--- config.mk ---
export PLATFORM = sky130hd
export DESIGN_NAME = dual_ready_sampler
export DESIGN_NICKNAME = d
export VERILOG_FILES = /design/src/rtl/brs_pkg.sv /design/src/rtl/brs_phase_gen.sv /design/src/rtl/brs_async_capture.sv /design/src/rtl/brs_sync_capture.sv /design/src/rtl/brs_tstate_fsm.sv /design/src/rtl/dual_ready_sampler.sv
export SDC_FILE = /design/constraint.sdc
export NUM_CORES = 1
export LEC_CHECK = 0
export BUFFER_PORTS_ARGS = -buffer_cell sky130_fd_sc_hd__buf_2
export CORE_AREA = 2 2 39 41
export DETAILED_ROUTE_END_ITERATION = 6
export DIE_AREA = 0 0 41 43
export GPL_TIMING_DRIVEN = 0
export PLACE_DENSITY = 0.49
export SYNTH_ARGS = -nofsm -noshare
export SYNTH_HDL_FRONTEND = slang
export SYNTH_SLANG_ARGS = --single-unit
--- constraint.sdc ---
create_clock -name clk -period 0.9 [get_ports clk]
set_input_delay 0.18 -clock clk [delete_from_list [all_inputs] [get_ports clk]]
set_output_delay 0.18 -clock clk [all_outputs]
set_load 0.005 [all_outputs]
--- src/rtl/brs_pkg.sv ---
package brs_pkg;

    localparam int TSTATE_W = 3;

    typedef enum logic [TSTATE_W-1:0] {
        TS_IDLE = 3'd0,
        TS_T1   = 3'd1,
        TS_T2   = 3'd2,
        TS_T3   = 3'd3,
        TS_TW   = 3'd4,
        TS_T4   = 3'd5
    } tstate_e;

    typedef enum logic {
        PH_ONE = 1'b0,
        PH_TWO = 1'b1
    } phase_e;

    // which kind of edge the coming rising edge is
    typedef struct packed {
        logic p1_edge;
        logic p2_edge;
    } edge_sel_t;

    // result of each ready capture path
    typedef struct packed {
        logic async_ok;
        logic sync_ok;
    } ready_paths_t;

    function automatic logic is_decision_state(tstate_e s);
        return (s == TS_T3) || (s == TS_TW);
    endfunction

    function automatic logic merge_ready(ready_paths_t r);
        return r.async_ok | r.sync_ok;
    endfunction

endpackage

--- src/rtl/brs_phase_gen.sv ---
module brs_phase_gen
    import brs_pkg::*;
(
    input  logic      clk,
    input  logic      rst,
    output phase_e    phase_o,
    output edge_sel_t edges_o
);

    phase_e phase_q;

    always_ff @(posedge clk) begin
        if (rst) begin
            phase_q <= PH_ONE;
        end else begin
            phase_q <= (phase_q == PH_ONE) ? PH_TWO : PH_ONE;
        end
    end

    assign phase_o         = phase_q;
    assign edges_o.p1_edge = (phase_q == PH_ONE);
    assign edges_o.p2_edge = (phase_q == PH_TWO);

endmodule

--- src/rtl/brs_async_capture.sv ---
module brs_async_capture
    import brs_pkg::*;
(
    input  logic      clk,
    input  logic      rst,
    input  edge_sel_t edges_i,
    input  logic      ardy_i,
    output logic      ready_o
);

    logic first_q;
    logic second_q;

    always_ff @(posedge clk) begin
        if (rst) begin
            first_q  <= 1'b0;
            second_q <= 1'b0;
        end else begin
            if (edges_i.p2_edge) begin
                first_q <= ardy_i;
            end
            if (edges_i.p1_edge) begin
                // must still be high and must have been high at phase 2
                second_q <= ardy_i & first_q;
            end
        end
    end

    assign ready_o = second_q;

endmodule

--- src/rtl/brs_sync_capture.sv ---
module brs_sync_capture
    import brs_pkg::*;
(
    input  logic      clk,
    input  logic      rst,
    input  edge_sel_t edges_i,
    input  logic      srdy_i,
    output logic      ready_o
);

    logic cap_q;

    always_ff @(posedge clk) begin
        if (rst) begin
            cap_q <= 1'b0;
        end else if (edges_i.p1_edge) begin
            cap_q <= srdy_i;
        end
    end

    assign ready_o = cap_q;

endmodule

--- src/rtl/brs_tstate_fsm.sv ---
module brs_tstate_fsm
    import brs_pkg::*;
(
    input  logic         clk,
    input  logic         rst,
    input  edge_sel_t    edges_i,
    input  logic         start_i,
    input  ready_paths_t paths_i,
    output tstate_e      state_o,
    output logic         wait_o,
    output logic         done_o
);

    tstate_e state_q;
    tstate_e state_d;
    logic    rdy_any;

    assign rdy_any = merge_ready(paths_i);

    always_comb begin
        state_d = state_q;
        if (edges_i.p2_edge) begin
            unique case (state_q)
                TS_IDLE: state_d = start_i ? TS_T1 : TS_IDLE;
                TS_T1:   state_d = TS_T2;
                TS_T2:   state_d = TS_T3;
                TS_T3,
                TS_TW:   state_d = rdy_any ? TS_T4 : TS_TW;
                TS_T4:   state_d = start_i ? TS_T1 : TS_IDLE;
                default: state_d = TS_IDLE;
            endcase
        end
    end

    always_ff @(posedge clk) begin
        if (rst) begin
            state_q <= TS_IDLE;
        end else begin
            state_q <= state_d;
        end
    end

    assign state_o = state_q;
    assign wait_o  = (state_q == TS_TW);
    assign done_o  = is_decision_state(state_q) & edges_i.p2_edge & rdy_any;

endmodule

--- src/rtl/dual_ready_sampler.sv ---
module dual_ready_sampler
    import brs_pkg::*;
(
    input  logic                clk,
    input  logic                rst,
    input  logic                start_i,
    input  logic                ardy_i,
    input  logic                srdy_i,
    output logic [TSTATE_W-1:0] tstate_o,
    output logic                wait_o,
    output logic                bus_ready_o,
    output logic                phase_o
);

    phase_e       phase_w;
    edge_sel_t    edges_w;
    ready_paths_t paths_w;
    tstate_e      state_w;

    brs_phase_gen u_phase (
        .clk     (clk),
        .rst     (rst),
        .phase_o (phase_w),
        .edges_o (edges_w)
    );

    brs_async_capture u_async (
        .clk     (clk),
        .rst     (rst),
        .edges_i (edges_w),
        .ardy_i  (ardy_i),
        .ready_o (paths_w.async_ok)
    );

    brs_sync_capture u_sync (
        .clk     (clk),
        .rst     (rst),
        .edges_i (edges_w),
        .srdy_i  (srdy_i),
        .ready_o (paths_w.sync_ok)
    );

    brs_tstate_fsm u_fsm (
        .clk     (clk),
        .rst     (rst),
        .edges_i (edges_w),
        .start_i (start_i),
        .paths_i (paths_w),
        .state_o (state_w),
        .wait_o  (wait_o),
        .done_o  (bus_ready_o)
    );

    assign tstate_o = state_w;
    assign phase_o  = (phase_w == PH_TWO);

endmodule

# Word-level counts from Yosys, hierarchy flattened
# Index checks and enable logic that the tools add are counted.
[word_totals]
word_cells = 22
register_bits = 7
out_inout_bits = 6
input_bits = 5
[op_classes]
bitwise_logic = 4
reduce_logical = 4
n_mux = 4
n_eq_ne = 5
[op_table]
columns = ["operator", "n"]
rows = [
  ["3-bit one-hot mux with 4 select lines", 1],
  ["3-bit by 2-bit equality test with 1-bit output (second input constant)", 2],
  ["3-bit equality test (second input constant)", 2],
  ["2-bit OR reduction", 2],
  ["1-bit AND", 3],
  ["3-bit by 1-bit equality test with 1-bit output (second input constant)", 1],
  ["3-bit zero test", 1],
  ["1-bit 2-to-1 mux", 3],
  ["1-bit logical OR", 1],
  ["1-bit OR", 1],
]

# Logic depth before layout (Yosys ltp)
# Gate-level depths: netlist of run 1.
[logic_depth]
word_depth = 4
depth_mapped = 4

# Hierarchy
# Synthesis of run 1 repeated with hierarchy kept, for this count alone.
[unflattened]
hier_cells = 37
hier_area_um2 = 320.3
[modules_own_cells]
columns = ["mod", "seq_area_each_um2", "instances", "cells_per_inst", "area_each_um2"]
rows = [
  ["brs_tstate_fsm", 60.1, 1, 23, 177.7],
  ["brs_async_capture", 40.0, 1, 7, 73.8],
  ["brs_phase_gen", 20.0, 1, 4, 35.0],
  ["brs_sync_capture", 20.0, 1, 3, 33.8],
]

# Worst setup path after synthesis of run 1
# OpenSTA, ideal clock, no wires.
[synth_timing]
kind = "register -> output"
start = "register u_fsm.state_q[2], in the netlist u_fsm.state_o[2]"
end = "output bus_ready_o"
stages_incl_launch_ff = 4
slack_ns = -0.118
arrival_ns = 0.838
required_time_ns = 0.720
cell_sequence = "dfxtp_1 > and2b_2 > a21oi_1 > nor2_1"
[synth_via]
elab_chain_cells = 4
[synth_rtl]
columns = ["item", "line_no", "rtl"]
rows = [
  ["start, declared", "brs_tstate_fsm.sv:14", "tstate_e state_q;"],
  ["start signal, assigned", "brs_tstate_fsm.sv:39", "state_q <= state_d;"],
  ["3-bit by 2-bit equality test with 1-bit output / 3-bit equality test (equally long branches)", "brs_pkg.sv:32", "return (s == TS_T3) || (s == TS_TW);"],
  ["1-bit logical OR *", "brs_pkg.sv:32", ""],
  ["1-bit AND * (2 in series)", "brs_tstate_fsm.sv:45", "assign done_o = is_decision_state(state_q) & edges_i.p2_edge & rdy_any;"],
  ["end, declared", "dual_ready_sampler.sv:11", "output logic bus_ready_o,"],
]
# Mark *: on every way between the ends. The rest lies on a longest branch, timed or not.

# Final worst setup path of run 1
# Same ends and word-level chain as after synthesis.

==> flow_summary.html, run 1 <==
<table>
<tr><th>Metric</th><th>Value</th></tr>
<tr><th colspan="2">Outcome</th></tr>
<tr><td>Result of the run</td><td>complete, but fails checks</td></tr>
<tr><td>Violations in the final reports</td><td>negative setup slack</td></tr>
<tr><th colspan="2">Placement</th></tr>
<tr><td>Final weighted congestion in routability-driven placement</td><td>0.624</td></tr>
<tr><td>Final HPWL DP</td><td>455 um</td></tr>
<tr><td>Input/output buffers</td><td>10</td></tr>
<tr><th colspan="2">Clock tree</th></tr>
<tr><td>CTS tree</td><td>built</td></tr>
<tr><td>Number of buffers added by the clock tree synthesis step</td><td>3</td></tr>
<tr><td>Clock input transition at the sequential cells of the worst setup and hold paths</td><td>0.05 ns</td></tr>
<tr><td>CTS root buf</td><td>sky130_fd_sc_hd__clkbuf_4</td></tr>
<tr><td>Clock sink total</td><td>7</td></tr>
<tr><td>H-tree Lvls</td><td>1</td></tr>
<tr><td>Clock latency reported for the late side of the worst-skew pair</td><td>0.24 ns</td></tr>
<tr><td>Bufs on Longest Clock Path</td><td>2</td></tr>
<tr><th colspan="2">Synthesis</th></tr>
<tr><td>Simple-gate share of the synthesized area</td><td>0.248</td></tr>
<tr><td>Share of the synthesized netlist area taken by xor and xnor gates</td><td>0</td></tr>
<tr><td>Unique cell type count in the Yosys netlist</td><td>16</td></tr>
<tr><td>Compound-cell area share of the yosys netlist</td><td>0.244</td></tr>
<tr><td>Mapped Area</td><td>313 um^2</td></tr>
<tr><td>Synthesized instance count</td><td>35</td></tr>
<tr><td>Synthesis Warnings</td><td>0</td></tr>
<tr><td>Adder-cell area share of the yosys netlist</td><td>0</td></tr>
<tr><td>Share of synthesized area spent on multiplexers</td><td>0.0320</td></tr>
<tr><td>Largest family of logic cells by synthesized area</td><td>simple AND/OR/NAND/NOR gates</td></tr>
<tr><td>Sequential area share after synthesis</td><td>0.448</td></tr>
<tr><td>Seq cells post-synth</td><td>7</td></tr>
<tr><td>Mean instance size in the synthesized netlist</td><td>8.94 um^2</td></tr>
<tr><td>Net count after synthesis</td><td>40</td></tr>
<tr><th colspan="2">Global route</th></tr>
<tr><td>Maximum number of pins on one net before global-route repair</td><td>11</td></tr>
<tr><td>Antenna violations before repair</td><td>0</td></tr>
<tr><td>Number of global-route vias before repair</td><td>269</td></tr>
<tr><td>Wire length of the first global-routing pass</td><td>1100 um</td></tr>
<tr><td>Congestion Overflow GR</td><td>0</td></tr>
<tr><td>Total routing resource utilization after global routing</td><td>0.0977</td></tr>
<tr><th colspan="2">Layout</th></tr>
<tr><td>Number of antenna diodes</td><td>0</td></tr>
<tr><td>Most frequent cells in the layout</td><td>sky130_fd_sc_hd__nor2_1, sky130_fd_sc_hd__buf_2, sky130_fd_sc_hd__buf_4</td></tr>
<tr><td>Fill count</td><td>147</td></tr>
<tr><td>Ratio of cells with drive above 1 in the final layout</td><td>0.500</td></tr>
<tr><td>Area growth from synthesis to final layout</td><td>52.0%</td></tr>
<tr><td>Area of the multi-input gates</td><td>168 um^2</td></tr>
<tr><td>Count of nets after finishing</td><td>60</td></tr>
<tr><td>Sequential Area</td><td>153 um^2</td></tr>
<tr><th colspan="2">Power</th></tr>
<tr><td>Static leakage power</td><td>0.215 nW</td></tr>
<tr><td>VDD IR-drop max</td><td>0.000537 V</td></tr>
<tr><td>Pwr Total</td><td>0.690 mW</td></tr>
<tr><td>Power density normalized to cell area</td><td>1450 nW/um^2</td></tr>
<tr><th colspan="2">Routing</th></tr>
<tr><td>ANT nets after route</td><td>0</td></tr>
<tr><td>Via-to-Cell Ratio</td><td>4.53</td></tr>
<tr><td>Routed vias</td><td>317</td></tr>
<tr><td>Initial drt markers</td><td>9</td></tr>
<tr><td>Number of detailed-route iterations in the first pass</td><td>4</td></tr>
<tr><td>Wire length per cell</td><td>9.34 um</td></tr>
<tr><td>Final WL</td><td>654 um</td></tr>
<tr><td>Remaining routing DRC violations</td><td>0</td></tr>
<tr><th colspan="2">Timing</th></tr>
<tr><td>Final WS setup</td><td>-0.370 ns</td></tr>
<tr><td>Worst Hold Slack</td><td>0.176 ns</td></tr>
<tr><td>Final hold vios</td><td>0</td></tr>
<tr><td>Unrepaired setup endpoints after global routing</td><td>true</td></tr>
<tr><td>Tcrit/Tclk final</td><td>1.41</td></tr>
<tr><td>Max-slew violation count</td><td>0</td></tr>
<tr><td>Final-layout setup total negative slack</td><td>-1.15 ns</td></tr>
<tr><td>Slew @ Worst Pin</td><td>0.234 ns</td></tr>
<tr><td>Final setup violation count</td><td>7</td></tr>
<tr><td>Minimum clock period after layout</td><td>1.27 ns</td></tr>
<tr><td>Skew final</td><td>0.00302 ns</td></tr>
<tr><td>F_max</td><td>787 MHz</td></tr>
<tr><td>Max-slew headroom at the worst pin</td><td>0.843</td></tr>
<tr><th colspan="2">Die</th></tr>
<tr><td>Die outline height</td><td>43 um</td></tr>
<tr><td>Die Span X</td><td>41 um</td></tr>
<tr><td>Initial Utilization</td><td>0.226</td></tr>
<tr><td>Total number of placement rows</td><td>14</td></tr>
<tr><td>Total I/O pin count</td><td>11</td></tr>
<tr><td>Total die area</td><td>1760 um^2</td></tr>
<tr><td>Core Footprint</td><td>1380 um^2</td></tr>
<tr><th colspan="2">Worst setup path</th></tr>
<tr><td>CP Data Arrival Time</td><td>1.09 ns</td></tr>
<tr><td>Worst flop-to-flop path startpoint</td><td>u_fsm.state_o[2]</td></tr>
<tr><td>Count of cell instances traversed by the critical path</td><td>4</td></tr>
<tr><td>Worst Path Max Fanout</td><td>4</td></tr>
<tr><td>Highest cell delay on the worst timing path</td><td>0.35 ns</td></tr>
<tr><td>Reg-to-reg critical path endpoint</td><td>u_fsm.state_o[2]</td></tr>
<tr><td>Capture point of the worst path</td><td>bus_ready_o</td></tr>
<tr><td>Gate family responsible for the most delay along the worst path</td><td>flip-flops</td></tr>
<tr><td>Buffers and inverters on the worst path</td><td>1</td></tr>
<tr><td>Start-to-end type of the worst setup path</td><td>reg2out</td></tr>
<tr><td>Data required time of the worst path</td><td>0.72 ns</td></tr>
<tr><td>CP Launch Type</td><td>flop</td></tr>
<tr><td>CP Cell Sequence</td><td>and2b_2 -&gt; a21oi_2 -&gt; nor2_1 -&gt; buf_2</td></tr>
<tr><td>Worst-case reg-to-reg path depth</td><td>4</td></tr>
<tr><td>Reg2reg setup slack</td><td>-0.14 ns</td></tr>
<tr><td>Slowest cell on the critical path</td><td>sky130_fd_sc_hd__dfxtp_4</td></tr>
<tr><td>Nature of the critical path endpoint</td><td>output port</td></tr>
<tr><td>Source of the critical timing path</td><td>u_fsm.state_o[2]</td></tr>
<tr><th colspan="2">Flow run</th></tr>
<tr><td>Max_cap viols</td><td>0</td></tr>
<tr><th colspan="2">Hold path</th></tr>
<tr><td>Hold Path Stages</td><td>3</td></tr>
<tr><td>Path class of the lowest-slack min-delay path</td><td>in2reg</td></tr>
</table>
flip-flops by register name (all words and copies together) (netlist names):
signal           count
u_async.first_q      1
u_async.ready_o      1
u_fsm.state_o        3
u_phase.phase_o      1
u_sync.ready_o       1
per-stage QoR:
stage | setup WS [ns] | util | instances | cell area (um^2)
final | -0.370 | 0.344 | 70 | 475
after CTS | -0.378 | 0.334 | 69 | 462
after global placement | -0.160 | 0.283 | 61 | 392
after detailed placement | -0.167 | 0.283 | 61 | 392
after global routing | -0.425 | 0.344 | 70 | 475
after floorplan | -0.0273 | - | 35 | 322
report_power, final:
part	switching (mW)	internal (mW)
clock	0.106	0.169
sequential	0.0115	0.320
combinational	0.0396	0.0446
total	0.157	0.533
synth_stat cells:
cell,count,area share
sky130_fd_sc_hd__nor2_1,9,0.11
sky130_fd_sc_hd__nor3b_4,1,0.060
sky130_fd_sc_hd__o211ai_1,1,0.024
sky130_fd_sc_hd__and2b_2,1,0.028
sky130_fd_sc_hd__a31oi_1,1,0.020
sky130_fd_sc_hd__o21ai_0,4,0.064
sky130_fd_sc_hd__mux2i_1,1,0.032
sky130_fd_sc_hd__a32oi_1,2,0.056
sky130_fd_sc_hd__a22oi_1,1,0.024
sky130_fd_sc_hd__and3b_2,1,0.032
sky130_fd_sc_hd__dfxtp_1,7,0.45
sky130_fd_sc_hd__inv_1,1,0.012
sky130_fd_sc_hd__o21bai_1,1,0.024
sky130_fd_sc_hd__a21oi_1,2,0.032
sky130_fd_sc_hd__buf_2,1,0.016
sky130_fd_sc_hd__nor2b_1,1,0.020
how the worst min path moves through the flow:
stage | endpoint | start
3_5_place_dp | u_sync.ready_o | srdy_i
5_1_grt | u_fsm.state_o[0] | rst
4_1_cts | u_sync.ready_o | srdy_i
6_report | u_sync.ready_o | srdy_i
2_1_floorplan | u_fsm.state_o[0] | rst
3_3_place_gp | u_sync.ready_o | srdy_i
worst reg2reg max path, cell delays in order, from the launching register on:
cell,delay (ns)
sky130_fd_sc_hd__dfxtp_4,0.35
sky130_fd_sc_hd__and2b_2,0.22
sky130_fd_sc_hd__buf_4,0.13
sky130_fd_sc_hd__a32oi_1,0.16
sky130_fd_sc_hd__nor2_1,0.06
layer usage:
layer,vias up,global-route usage,share of wire
met4,0,0.100,0.021
met1,144,0.130,0.44
met3,2,0.0314,0.049
met2,8,0.113,0.48
li1,163,-,-
met5,-,0,0
area by class of cell:
type	instances	area share
flip-flops and latches	7	0.321
multi-input cells	26	0.353
plain buffers	1	0.0237
clock buffers	4	0.0553
inverters	1	0.00789
repair buffers	15	0.197
well taps	16	0.0421
logic make-up after synthesis:
logic type	count (synthesis)
DFF	7
and+or+nand+nor	13
AOI/OAI and AO/OA	12
muxes	1
buffers and inverters	2
what timing repair did:
action,4_1_cts,5_1_grt
hold buffers,0,0
buffers inserted,4,1
resized for setup,5,2
pin swaps,2,1
gates cloned,0,0
setup endpoints to repair,9,9
Power figures use the tool's default switching activity.
==> run 2: changes to the inputs <==
--- a/config.mk
+++ b/config.mk
@@ -10,7 +10,8 @@
 export DETAILED_ROUTE_END_ITERATION = 6
 export DIE_AREA = 0 0 41 43
 export GPL_TIMING_DRIVEN = 0
-export PLACE_DENSITY = 0.49
+export PLACE_DENSITY = 0.56
 export SYNTH_ARGS = -nofsm -noshare
 export SYNTH_HDL_FRONTEND = slang
 export SYNTH_SLANG_ARGS = --single-unit
+export TNS_END_PERCENT = 1
==> run 2 against run 1 <==
The run still ends with negative setup slack left. First-iteration DRC count fell by 22%. Routed wire length rose by 10%. Hold slack got worse by 0.020 ns. Global-route usage rose by 0.28 points. Register-to-register slack got worse by 0.12 ns. Total power rose by 0.91%. Flip-flop and latch count did not move. Clock skew rose by 0.0041 ns. Worst setup slack got worse by 0.024 ns. Via count fell by 2.8%. Critical path type unchanged. Critical endpoint unchanged. Highest routed layer unchanged.
==> flow_summary.html, run 2 (same netlist as run 1, synthesis figures left out) <==
<table>
<tr><th>Metric</th><th>Value</th></tr>
<tr><th colspan="2">Die</th></tr>
<tr><td>Total I/O pin count</td><td>11</td></tr>
<tr><td>Die outline height</td><td>43 um</td></tr>
<tr><td>Total die area</td><td>1760 um^2</td></tr>
<tr><td>Initial Utilization</td><td>0.226</td></tr>
<tr><td>Die Span X</td><td>41 um</td></tr>
<tr><td>Total number of placement rows</td><td>14</td></tr>
<tr><td>Core Footprint</td><td>1380 um^2</td></tr>
<tr><th colspan="2">Worst setup path</th></tr>
<tr><td>Nature of the critical path endpoint</td><td>output port</td></tr>
<tr><td>Highest cell delay on the worst timing path</td><td>0.36 ns</td></tr>
<tr><td>CP Data Arrival Time</td><td>1.11 ns</td></tr>
<tr><td>Reg-to-reg critical path endpoint</td><td>u_fsm.state_o[2]</td></tr>
<tr><td>Slowest cell on the critical path</td><td>sky130_fd_sc_hd__dfxtp_4</td></tr>
<tr><td>Worst-case reg-to-reg path depth</td><td>5</td></tr>
<tr><td>Capture point of the worst path</td><td>bus_ready_o</td></tr>
<tr><td>Gate family responsible for the most delay along the worst path</td><td>flip-flops</td></tr>
<tr><td>Source of the critical timing path</td><td>u_fsm.state_o[2]</td></tr>
<tr><td>Count of cell instances traversed by the critical path</td><td>4</td></tr>
<tr><td>Worst Path Max Fanout</td><td>4</td></tr>
<tr><td>CP Cell Sequence</td><td>and2b_2 -&gt; a21oi_2 -&gt; nor2_1 -&gt; buf_2</td></tr>
<tr><td>Start-to-end type of the worst setup path</td><td>reg2out</td></tr>
<tr><td>Reg2reg setup slack</td><td>-0.26 ns</td></tr>
<tr><td>Data required time of the worst path</td><td>0.72 ns</td></tr>
<tr><td>Buffers and inverters on the worst path</td><td>1</td></tr>
<tr><td>CP Launch Type</td><td>flop</td></tr>
<tr><td>Worst flop-to-flop path startpoint</td><td>u_fsm.state_o[2]</td></tr>
<tr><th colspan="2">Power</th></tr>
<tr><td>VDD IR-drop max</td><td>0.000554 V</td></tr>
<tr><td>Static leakage power</td><td>0.212 nW</td></tr>
<tr><td>Pwr Total</td><td>0.696 mW</td></tr>
<tr><td>Power density normalized to cell area</td><td>1500 nW/um^2</td></tr>
<tr><th colspan="2">Layout</th></tr>
<tr><td>Count of nets after finishing</td><td>59</td></tr>
<tr><td>Post-route core utilization</td><td>0.335</td></tr>
<tr><td>Flip-flop count of the largest register, all copies and words added</td><td>3</td></tr>
<tr><td>Number of antenna diodes</td><td>0</td></tr>
<tr><td>Commonest non-fill, non-tap cell in the layout</td><td>sky130_fd_sc_hd__buf_2</td></tr>
<tr><td>Final standard cell area without fillers</td><td>463 um^2</td></tr>
<tr><td>Fill count</td><td>149</td></tr>
<tr><td>Most frequent cells in the layout</td><td>sky130_fd_sc_hd__buf_2, sky130_fd_sc_hd__nor2_1, sky130_fd_sc_hd__o21ai_0, sky130_fd_sc_hd__buf_4</td></tr>
<tr><td>Ratio of cells with drive above 1 in the final layout</td><td>0.509</td></tr>
<tr><td>Area growth from synthesis to final layout</td><td>48.0%</td></tr>
<tr><th colspan="2">Timing</th></tr>
<tr><td>Max-slew violation count</td><td>0</td></tr>
<tr><td>Minimum clock period after layout</td><td>1.29 ns</td></tr>
<tr><td>F_max</td><td>773 MHz</td></tr>
<tr><td>Slew @ Worst Pin</td><td>0.223 ns</td></tr>
<tr><td>Final hold vios</td><td>0</td></tr>
<tr><td>Worst Hold Slack</td><td>0.156 ns</td></tr>
<tr><td>Max-slew headroom at the worst pin</td><td>0.849</td></tr>
<tr><td>Final WS setup</td><td>-0.394 ns</td></tr>
<tr><td>Skew final</td><td>0.00714 ns</td></tr>
<tr><td>Unrepaired setup endpoints after global routing</td><td>true</td></tr>
<tr><td>Tcrit/Tclk final</td><td>1.44</td></tr>
<tr><td>Final setup violation count</td><td>7</td></tr>
<tr><th colspan="2">Global route</th></tr>
<tr><td>Total routing resource utilization after global routing</td><td>0.101</td></tr>
<tr><td>Congestion Overflow GR</td><td>0</td></tr>
<tr><td>Wire length of the first global-routing pass</td><td>1070 um</td></tr>
<tr><td>Antenna violations before repair</td><td>0</td></tr>
<tr><td>Maximum number of pins on one net before global-route repair</td><td>11</td></tr>
<tr><td>Number of global-route vias before repair</td><td>257</td></tr>
<tr><th colspan="2">Routing</th></tr>
<tr><td>Final WL</td><td>721 um</td></tr>
<tr><td>Via-to-Cell Ratio</td><td>4.46</td></tr>
<tr><td>Number of detailed-route iterations in the first pass</td><td>4</td></tr>
<tr><td>Remaining routing DRC violations</td><td>0</td></tr>
<tr><td>ANT nets after route</td><td>0</td></tr>
<tr><td>Routed vias</td><td>308</td></tr>
<tr><td>Initial drt markers</td><td>7</td></tr>
<tr><td>Wire length per cell</td><td>10.4 um</td></tr>
<tr><th colspan="2">Clock tree</th></tr>
<tr><td>Clock latency reported for the late side of the worst-skew pair</td><td>0.26 ns</td></tr>
<tr><td>CTS tree</td><td>built</td></tr>
<tr><td>Number of buffers added by the clock tree synthesis step</td><td>3</td></tr>
<tr><td>H-tree Lvls</td><td>1</td></tr>
<tr><td>Hold_buf cts</td><td>0</td></tr>
<tr><td>Clock sink total</td><td>7</td></tr>
<tr><td>Clock input transition at the sequential cells of the worst setup and hold paths</td><td>0.06 ns</td></tr>
<tr><td>CTS root buf</td><td>sky130_fd_sc_hd__clkbuf_4</td></tr>
<tr><td>Bufs on Longest Clock Path</td><td>2</td></tr>
<tr><th colspan="2">Placement</th></tr>
<tr><td>Final HPWL DP</td><td>465 um</td></tr>
<tr><td>Total cell area at the placement stage</td><td>392 um^2</td></tr>
<tr><td>Input/output buffers</td><td>10</td></tr>
<tr><td>Final weighted congestion in routability-driven placement</td><td>0.570</td></tr>
<tr><th colspan="2">Hold path</th></tr>
<tr><td>HP Start</td><td>srdy_i</td></tr>
<tr><td>Path class of the lowest-slack min-delay path</td><td>in2reg</td></tr>
<tr><th colspan="2">Outcome</th></tr>
<tr><td>Result of the run</td><td>complete, but fails checks</td></tr>
<tr><td>Violations in the final reports</td><td>negative setup slack</td></tr>
<tr><th colspan="2">Flow run</th></tr>
<tr><td>Max_cap viols</td><td>0</td></tr>
</table>
[run 2: routing by layer]
| layer | GRT usage | share of wire |
|---|---|---|
| met1 | 0.119 | 0.46 |
| met4 | 0.100 | 0.029 |
| met3 | 0.0471 | 0.054 |
| met2 | 0.122 | 0.45 |
| met5 | 0 | 0 |
[run 2: final cells by class]
cell class                      instances  area, um^2  area share
Inverter                                1        3.75     0.00811
Buffer                                  1        11.3      0.0243
Timing Repair Buffer                   14        80.1       0.173
Clock inverter                          1        5.00      0.0108
Tap cell                               16        20.0      0.0432
Clock buffer                            3        22.5      0.0486
Multi-Input combinational cell         26         168       0.362
Sequential cell                         7         153       0.330
[run 2: what timing repair did]
item	4_1_cts	5_1_grt
pin swaps	1	0
gates cloned	0	0
buffers inserted	3	1
endpoints found under the setup margin	9	9
gates resized for setup	5	0
[run 2: metrics by stage]
step	instances	worst slack (ns)	setup TNS [ns]
2_1_floorplan	35	-0.0273	-0.0636
3_3_place_gp	61	-0.154	-0.286
3_5_place_dp	61	-0.167	-0.332
4_1_cts	68	-0.402	-1.35
5_1_grt	69	-0.471	-1.98
6_report	69	-0.394	-1.56
[run 2: worst min-delay path by stage]
stage	to	cells past startpoint	slack, ns
global route	u_sync.ready_o	3	0.15
floorplan	u_fsm.state_o[0]	1	0.24
detailed placement	u_sync.ready_o	3	0.42
CTS	u_sync.ready_o	3	0.15
finish	u_sync.ready_o	3	0.16
global placement	u_sync.ready_o	3	0.42
[run 2: worst min-delay path, delay by kind of cell]
kind | cells | cell delay (ns)
buf+inv | 1 | 0.08
mux | 1 | 0.05
simple gates | 1 | 0.07
[run 2: power by group]
group	internal [mW]	switching [mW]	total [mW]
logic	0.0393	0.0344	0.0738
clock network	0.163	0.124	0.287
registers	0.320	0.0163	0.336
total	0.522	0.175	0.696
